--- src/rtl/pbc_pkg.sv ---
package pbc_pkg;
   // How the data register file behaves at reset
   typedef enum logic {
      PBC_RST_CLEAR = 1'b0,
      PBC_RST_KEEP  = 1'b1
   } pbc_rst_e;

   function automatic bit pbc_is_pow2(input int v);
      return (v > 0) && ((v & (v - 1)) == 0);
   endfunction
endpackage

--- src/rtl/pbc_slot_gate.sv ---
module pbc_slot_gate #(
   parameter int SLOTS = 3,
   parameter int NPRED = 8,
   localparam int PI_W = $clog2(NPRED)
) (
   input  logic                  bundle_valid,
   input  logic [SLOTS-1:0]      slot_wen,
   input  logic [SLOTS-1:0]      slot_cmp,
   input  logic [SLOTS*PI_W-1:0] slot_pidx,
   input  logic [NPRED-1:0]      pred_q,
   output logic [SLOTS-1:0]      commit_mask,
   output logic [SLOTS-1:0]      cmp_fire
);
   for (genvar s = 0; s < SLOTS; s++) begin : g_slot
      logic [PI_W-1:0] sel;
      logic            guard;
      assign sel   = slot_pidx[s*PI_W +: PI_W];
      assign guard = bundle_valid & pred_q[sel];
      assign commit_mask[s] = guard & slot_wen[s];
      assign cmp_fire[s]    = guard & slot_cmp[s];
   end
endmodule

--- src/rtl/pbc_pred_file.sv ---
module pbc_pred_file #(
   parameter int SLOTS = 3,
   parameter int NPRED = 8,
   localparam int PI_W = $clog2(NPRED)
) (
   input  logic                  clk,
   input  logic                  rst_n,
   input  logic [SLOTS-1:0]      cmp_fire,
   input  logic [SLOTS-1:0]      cmp_res,
   input  logic [SLOTS*PI_W-1:0] cmp_pt,
   input  logic [SLOTS*PI_W-1:0] cmp_pf,
   output logic [NPRED-1:0]      pred_q
);
   // Entry 0 is a constant true guard
   assign pred_q[0] = 1'b1;

   for (genvar p = 1; p < NPRED; p++) begin : g_pred
      logic bit_q;
      always_ff @(posedge clk or negedge rst_n) begin
         if (!rst_n) begin
            bit_q <= 1'b0;
         end else begin
            // ascending slot order: a later slot's write overrides
            for (int s = 0; s < SLOTS; s++) begin
               if (cmp_fire[s]) begin
                  if (cmp_pt[s*PI_W +: PI_W] == PI_W'(p)) bit_q <= cmp_res[s];
                  if (cmp_pf[s*PI_W +: PI_W] == PI_W'(p)) bit_q <= ~cmp_res[s];
               end
            end
         end
      end
      assign pred_q[p] = bit_q;
   end
endmodule

--- src/rtl/pbc_reg_file.sv ---
module pbc_reg_file
   import pbc_pkg::*;
#(
   parameter int       SLOTS     = 3,
   parameter int       NREG      = 16,
   parameter int       DATA_W    = 32,
   parameter pbc_rst_e RST_STYLE = PBC_RST_CLEAR,
   localparam int      RI_W      = $clog2(NREG)
) (
   input  logic                    clk,
   input  logic                    rst_n,
   input  logic [SLOTS-1:0]        wr_en,
   input  logic [SLOTS*RI_W-1:0]   wr_dst,
   input  logic [SLOTS*DATA_W-1:0] wr_data,
   input  logic [RI_W-1:0]         rd_idx,
   output logic [DATA_W-1:0]       rd_data
);
   logic [DATA_W-1:0] words [NREG];

   for (genvar r = 0; r < NREG; r++) begin : g_word
      logic [DATA_W-1:0] word_q;
      if (RST_STYLE == PBC_RST_CLEAR) begin : g_clr
         always_ff @(posedge clk or negedge rst_n) begin
            if (!rst_n) begin
               word_q <= '0;
            end else begin
               for (int s = 0; s < SLOTS; s++) begin
                  if (wr_en[s] && wr_dst[s*RI_W +: RI_W] == RI_W'(r))
                     word_q <= wr_data[s*DATA_W +: DATA_W];
               end
            end
         end
      end else begin : g_keep
         always_ff @(posedge clk) begin
            for (int s = 0; s < SLOTS; s++) begin
               if (wr_en[s] && wr_dst[s*RI_W +: RI_W] == RI_W'(r))
                  word_q <= wr_data[s*DATA_W +: DATA_W];
            end
         end
      end
      assign words[r] = word_q;
   end

   assign rd_data = words[rd_idx];
endmodule

--- src/rtl/pbc_commit_unit.sv ---
module pbc_commit_unit
   import pbc_pkg::*;
#(
   parameter int       SLOTS     = 3,
   parameter int       NPRED     = 8,
   parameter int       NREG      = 16,
   parameter int       DATA_W    = 32,
   parameter pbc_rst_e RST_STYLE = PBC_RST_CLEAR,
   localparam int      PI_W      = $clog2(NPRED),
   localparam int      RI_W      = $clog2(NREG)
) (
   input  logic                    clk,
   input  logic                    rst_n,
   input  logic                    bundle_valid,
   input  logic [SLOTS-1:0]        slot_wen,
   input  logic [SLOTS*PI_W-1:0]   slot_pidx,
   input  logic [SLOTS*RI_W-1:0]   slot_dst,
   input  logic [SLOTS*DATA_W-1:0] slot_result,
   input  logic [SLOTS-1:0]        slot_cmp,
   input  logic [SLOTS-1:0]        slot_cmp_res,
   input  logic [SLOTS*PI_W-1:0]   slot_cmp_pt,
   input  logic [SLOTS*PI_W-1:0]   slot_cmp_pf,
   input  logic [RI_W-1:0]         rd_idx,
   output logic [DATA_W-1:0]       rd_data,
   output logic [NPRED-1:0]        pred_bits,
   output logic [SLOTS-1:0]        commit_mask
);
   // elaboration-time parameter checks
   if (SLOTS < 1) begin : g_bad_slots
      $error("pbc_commit_unit: SLOTS must be at least 1");
   end
   if (NPRED < 2 || !pbc_is_pow2(NPRED)) begin : g_bad_npred
      $error("pbc_commit_unit: NPRED must be a power of two >= 2");
   end
   if (NREG < 2 || !pbc_is_pow2(NREG)) begin : g_bad_nreg
      $error("pbc_commit_unit: NREG must be a power of two >= 2");
   end
   if (DATA_W < 1) begin : g_bad_dw
      $error("pbc_commit_unit: DATA_W must be positive");
   end

   logic [NPRED-1:0] pred_q;
   logic [SLOTS-1:0] cmp_fire;
   logic [SLOTS-1:0] wr_en;

   pbc_slot_gate #(.SLOTS(SLOTS), .NPRED(NPRED)) u_gate (
      .bundle_valid (bundle_valid),
      .slot_wen     (slot_wen),
      .slot_cmp     (slot_cmp),
      .slot_pidx    (slot_pidx),
      .pred_q       (pred_q),
      .commit_mask  (wr_en),
      .cmp_fire     (cmp_fire)
   );

   pbc_pred_file #(.SLOTS(SLOTS), .NPRED(NPRED)) u_pred (
      .clk      (clk),
      .rst_n    (rst_n),
      .cmp_fire (cmp_fire),
      .cmp_res  (slot_cmp_res),
      .cmp_pt   (slot_cmp_pt),
      .cmp_pf   (slot_cmp_pf),
      .pred_q   (pred_q)
   );

   pbc_reg_file #(
      .SLOTS(SLOTS), .NREG(NREG), .DATA_W(DATA_W), .RST_STYLE(RST_STYLE)
   ) u_regs (
      .clk     (clk),
      .rst_n   (rst_n),
      .wr_en   (wr_en),
      .wr_dst  (slot_dst),
      .wr_data (slot_result),
      .rd_idx  (rd_idx),
      .rd_data (rd_data)
   );

   assign pred_bits   = pred_q;
   assign commit_mask = wr_en;
endmodule

--- config.mk ---
export PLATFORM = sky130hd
export DESIGN_NAME = pbc_commit_unit
export DESIGN_NICKNAME = d
export VERILOG_FILES = /design/src/rtl/pbc_pkg.sv /design/src/rtl/pbc_slot_gate.sv /design/src/rtl/pbc_pred_file.sv /design/src/rtl/pbc_reg_file.sv /design/src/rtl/pbc_commit_unit.sv
export SDC_FILE = /design/constraint.sdc
export NUM_CORES = 2
export LEC_CHECK = 0
export BUFFER_PORTS_ARGS = -buffer_cell sky130_fd_sc_hd__buf_2
export CAP_MARGIN = 20
export CORE_MARGIN = 2
export CORE_UTILIZATION = 25
export CTS_CLUSTER_DIAMETER = 80
export DETAILED_ROUTE_END_ITERATION = 10
export REMOVE_ABC_BUFFERS = 1
export SYNTH_ARGS = -nofsm -noshare
export SYNTH_HDL_FRONTEND = slang
export SYNTH_HIERARCHICAL = 1
export SYNTH_SLANG_ARGS = --single-unit
--- constraint.sdc ---
create_clock -name clk -period 2.59 [get_ports clk]
set_clock_uncertainty 0.2 [all_clocks]
set_input_delay 0.1295 -clock clk [delete_from_list [all_inputs] [get_ports clk]]
set_output_delay 0.1295 -clock clk [all_outputs]
set_load 0.02 [all_outputs]
==> results_tabular.tex <==
\begin{tabular}{lr}
\hline
Metric & Value \\
\hline
\multicolumn{2}{l}{\textbf{Setup path}} \\
\quad Slowest cell on the critical path & dfrtp\_1 \\
\quad Endpoint type of the worst setup path & flip-flop \\
\quad CP required & 2.92 ns \\
\quad Number of cells on the worst reg-to-reg path & 13 \\
\quad Arr. time, crit path & 3.17 ns \\
\quad Kind of launch point of the worst setup path & flip-flop \\
\quad Worst setup path class & flip-flop to flip-flop \\
\quad Reg2Reg Setup Slack & -0.26 ns \\
\quad Slowest stage delay, CP & 0.42 ns \\
\quad Worst path cell trace & mux2\_2 -> o22ai\_4 -> nor3\_4 -> buf\_6 -> nand3b\_1 -> buf\_4 -> buf\_6 -> clkbuf\_16 -> nor2\_4 -> buf\_4 -> clkbuf\_16 -> o32ai\_1 -> a21oi\_1 \\
\quad Largest driver fanout on the critical path & 8 \\
\multicolumn{2}{l}{\textbf{Synthesis}} \\
\quad Part of the Yosys area used for sequential elements & 38.9\% \\
\quad Number of warnings printed during yosys synthesis & 6 \\
\quad Number of enable-type register cells in the synthesized netlist & 0 \\
\quad Largest cells by area after synthesis & dfrtp\_1 (39\%), a2bb2oi\_1 (10\%), mux4\_2 (8.6\%), o221ai\_1 (8.5\%), nand2\_1 (5.8\%) \\
\quad Number of distinct library cell variants in the gate-level netlist after synthesis & 74 \\
\quad Top\_reg\_cell synth & dfrtp\_1 \\
\quad Post-Syn Area & 33400 um2 \\
\quad Synth area leader & dfrtp\_1 \\
\quad Cells after synthesis & 3424 \\
\quad Mean area per synthesized cell & 9.76 um2 \\
\quad Number of synthesized register bits & 519 \\
\quad Share of synthesized registers carrying an async set or reset & 100\% \\
\quad Synth top area share & 38.9\% \\
\multicolumn{2}{l}{\textbf{Global routing}} \\
\quad Pin count of the biggest net entering global routing & 76 \\
\quad Number of antenna violations at the first check in global routing & 20 \\
\quad Global-route wire length before repair & 270000 um \\
\quad Overall routing resource usage & 27.0\% \\
\quad Congestion Overflow GR & 0 \\
\quad Vias in the first global route & 37000 \\
\multicolumn{2}{l}{\textbf{Detailed routing}} \\
\quad Number of optimization iterations in the first detailed-route pass & 8 \\
\quad Routed wire length & 202000 um \\
\quad Average wire per standard cell & 35.6 um \\
\quad DRC errors left & 0 \\
\quad Vias & 38400 \\
\quad Number of vias per cell & 6.78 \\
\quad Number of DRC markers in iteration 0 & 6809 \\
\quad Remaining antenna violation count after routing & 0 \\
\multicolumn{2}{l}{\textbf{Pwr}} \\
\quad Cell-internal power & 24200 uW \\
\quad Switching Power & 11700 uW \\
\quad Power density over the cells & 740 nW/um2 \\
\quad Post-route total power & 35900 uW \\
\quad Worst vdd rail ir drop & 411 uV \\
\quad Part of the power in registers & 41.2\% \\
\quad Logic pwr share & 31.7\% \\
\quad Clock Power Share & 27.2\% \\
\quad Sw Share & 32.5\% \\
\quad Pleak & 0.0185 uW \\
\multicolumn{2}{l}{\textbf{CTS}} \\
\quad Clock buffers created by TritonCTS & 67 \\
\quad Total number of H-tree levels & 3 \\
\quad Bufs on Longest Clock Path & 3 \\
\quad Number of sinks driven by the clock tree & 519 \\
\quad Clock network latency to the later pin of the worst-skew pair & 0.65 ns \\
\quad Clock root cell & clkbuf\_16 \\
\quad Worst-path clk slew & 0.06 ns \\
\quad TritonCTS clock tree & built \\
\multicolumn{2}{l}{\textbf{STA}} \\
\quad Final-report max-slew violation count & 0 \\
\quad Setup repair after global routing missed its margin & yes \\
\quad Fin crit share & 110\% \\
\quad Hold Fails Final Rpt & 0 \\
\quad Worst Slack Setup Final & -0.256 ns \\
\quad Final setup violation count & 497 \\
\quad Worst rel slew slack & 36.2\% \\
\quad Minimum period implied by the final worst setup slack & 2.85 ns \\
\quad F\_max & 0.351 GHz \\
\quad Worst Max-Slew Pin Slew & 0.955 ns \\
\multicolumn{2}{l}{\textbf{Final layout}} \\
\quad Share of final-layout standard cells stronger than drive strength 1 & 34.6\% \\
\quad Layout-stage area growth over the synthesis result & 45.1\% \\
\quad Final standard cell area without fillers & 48500 um2 \\
\quad Area taken by multi-input logic gates & 21800 um2 \\
\quad Number of inserted filler cells in the final layout & 13000 \\
\quad Register area & 13000 um2 \\
\quad Final-stage net count & 3971 \\
\multicolumn{2}{l}{\textbf{Floorplan}} \\
\quad Horiz. Die Dim & 370 um \\
\quad Number of cell rows & 134 \\
\quad Total I/O pin count & 194 \\
\quad Area enclosed by the die boundary & 137000 um2 \\
\quad Vert. Die Dim & 370 um \\
\quad Initial standard-cell utilization of the core & 25.1\% \\
\quad Core ar. & 133000 um2 \\
\multicolumn{2}{l}{\textbf{Place}} \\
\quad Placed cell area & 39700 um2 \\
\quad Count of buffers inserted at the top-level ports & 192 \\
\quad Half-perimeter wire length of the detailed placement result & 117000 um \\
\quad Placer Congestion & 0.964 \\
\multicolumn{2}{l}{\textbf{Hold path}} \\
\quad Type of the worst min-delay path & input pin to async pin \\
\multicolumn{2}{l}{\textbf{Status}} \\
\quad Violated checks & setup timing \\
\quad Status & finished with violations \\
\multicolumn{2}{l}{\textbf{Run}} \\
\quad \# Max-Cap Violations & 0 \\
\hline
\end{tabular}
==> cells by family (layout without fill, tap and decap cells) <==
| family | count (synthesis) | after routing | share of synthesized area, % |
|---|---|---|---|
| simple gates | 1058 | 1058 | 15.7 |
| flops | 519 | 519 | 38.9 |
| compound gates | 1237 | 1237 | 30.6 |
| mux | 148 | 148 | 9.28 |
| other cells | 1 | 20 | 0.0112 |
| buf+inv | 461 | 910 | 5.50 |
==> synth_stat cells (4+ instances only) <==
cell	count
a32oi_1	6
nand2_1	513
and3_1	69
o22ai_1	5
nand4b_1	4
nor3_1	17
o21ai_1	9
mux4_2	128
a211oi_1	64
mux2i_1	7
mux2_2	11
nor3b_1	16
and2_1	4
o21ai_0	17
o211ai_1	11
o31ai_1	64
nor2_1	79
clkbuf_1	317
nor2_2	4
buf_4	8
a311o_1	4
buf_1	60
nand2b_1	173
a21oi_1	66
o221ai_1	325
nand3_1	19
and3b_1	14
or3_1	61
a2bb2oi_1	386
or2_2	37
and4b_1	4
o311ai_0	61
nor2b_1	9
o32ai_1	127
buf_2	62
dfrtp_1	519
a22oi_1	65
nand3b_1	11
a221o_1	5
inv_1	13
==> cell usage in the layout (no fill, tap or decap), types with 14 or more instances in the layout <==
cell type      Yosys  layout
o32ai_1          127      80
buf_4              8     161
mux4_2           128     128
buf_2             62     189
o311ai_0          61      41
and3_1            69      65
diode_2            0      19
dfrtp_1          519     519
o221ai_1         325     260
nand2_4            0      39
nand2_2            0      17
buf_16             0      24
o31ai_2            0      14
buf_6              0      49
a211oi_2           0      22
clkbuf_16          0      93
o21ai_0           17      17
a211oi_1          64      41
a22oi_1           65      65
a21oi_1           66      61
dlygate4sd3_1      0     135
o221ai_2           0      46
nor2_1            79      65
o221ai_4           0      19
o32ai_2            0      41
a2bb2oi_1        386     296
a2bb2oi_2          0      90
o31ai_1           64      39
or2_2             37      36
buf_12             0     180
nor2_4             0      18
or3_1             61      59
nand2_1          513     453
nand2b_1         173     173
==> worst max-delay path: cells and delay by family, from the launching register on <==
kind	cells	cell delay, ns
multiplexers	1	0.31
buffers and inverters	6	0.90
AND/OR/NAND/NOR	3	0.25
flip-flops	1	0.42
AO/OA/AOI/OAI	3	0.62
==> sequential cells by signal, indices dropped and copies added, names as in the netlist <==
signal,cells
u_regs/g_word.word_q,512
u_pred/g_pred.bit_q,7
==> power groups by stage <==
stage	Clock, uW	Sequential [uW]	Combinational (uW)
6_report	9760	14800	11400
5_1_grt	10100	15000	12000
4_1_cts	9740	14400	10500
3_5_place_dp	0	14400	9640
3_3_place_gp	0	14400	9380
2_1_floorplan	0	13400	6690
==> per-layer routing <==
| layer | wire (um) | global-route usage, % | vias to the layer above | share of wire [%] |
|---|---|---|---|---|
| met5 | 141 | 0 | - | 0.070 |
| met4 | 18500 | 18.4 | 10 | 9.2 |
| met3 | 30300 | 9.63 | 1185 | 15 |
| met2 | 84000 | 39.9 | 3836 | 42 |
| met1 | 68700 | 32.7 | 18900 | 34 |
| li1 | - | - | 14400 | - |
==> metrics by stage <==
stage	cells	util, %	worst slack [ns]	setup TNS, ns	hold WS [ns]
detailed placement	5257	29.8	-0.211	-46.25	-0.110
finish	5660	36.4	-0.256	-48.88	0.0385
global placement	5257	29.8	-0.281	-67.54	-0.115
CTS	5586	34.4	-0.160	-30.23	0.0180
global route	5653	36.4	-0.271	-84.93	0.0546
floorplan	2976	-	-4.21	-1776.84	-0.366
==> path summary, 6_finish.rpt <==
| check | startpoint | endpoint |
|---|---|---|
| max | u_pred/g_pred[4].bit_q | u_regs/g_word[9].word_q[31] |
| max in group asynchronous | rst_n | u_regs/g_word[4].word_q[4] |
| min | rst_n | u_regs/g_word[0].word_q[16] |
| max reg2reg | u_pred/g_pred[4].bit_q | u_regs/g_word[9].word_q[31] |
| min reg2reg | u_regs/g_word[3].word_q[5] | u_regs/g_word[3].word_q[5] |
| min in group clk | slot_dst[11] | u_regs/g_word[13].word_q[9] |
==> cell type report <==
class                   instances  share of cell area, %
inverters                      13                  0.101
diodes                         19                 0.0980
well taps                    1768                   4.56
repair buffers                775                   18.9
flip-flops and latches        519                   26.8
multi-input cells            2444                   44.9
clock buffers                  95                   4.03
clock inverters                27                  0.552
==> repair_timing <==
item | in CTS | in global routing
gates resized for setup | 253 | 318
pin swaps | 76 | 112
gates cloned | 23 | 28
hold buffers | 136 | 0
hold endpoints to repair | 1038 | 0
endpoints found under the setup margin | 511 | 521
buffers inserted | 53 | 34
Note: power is estimated with default switching activity, not from simulation.
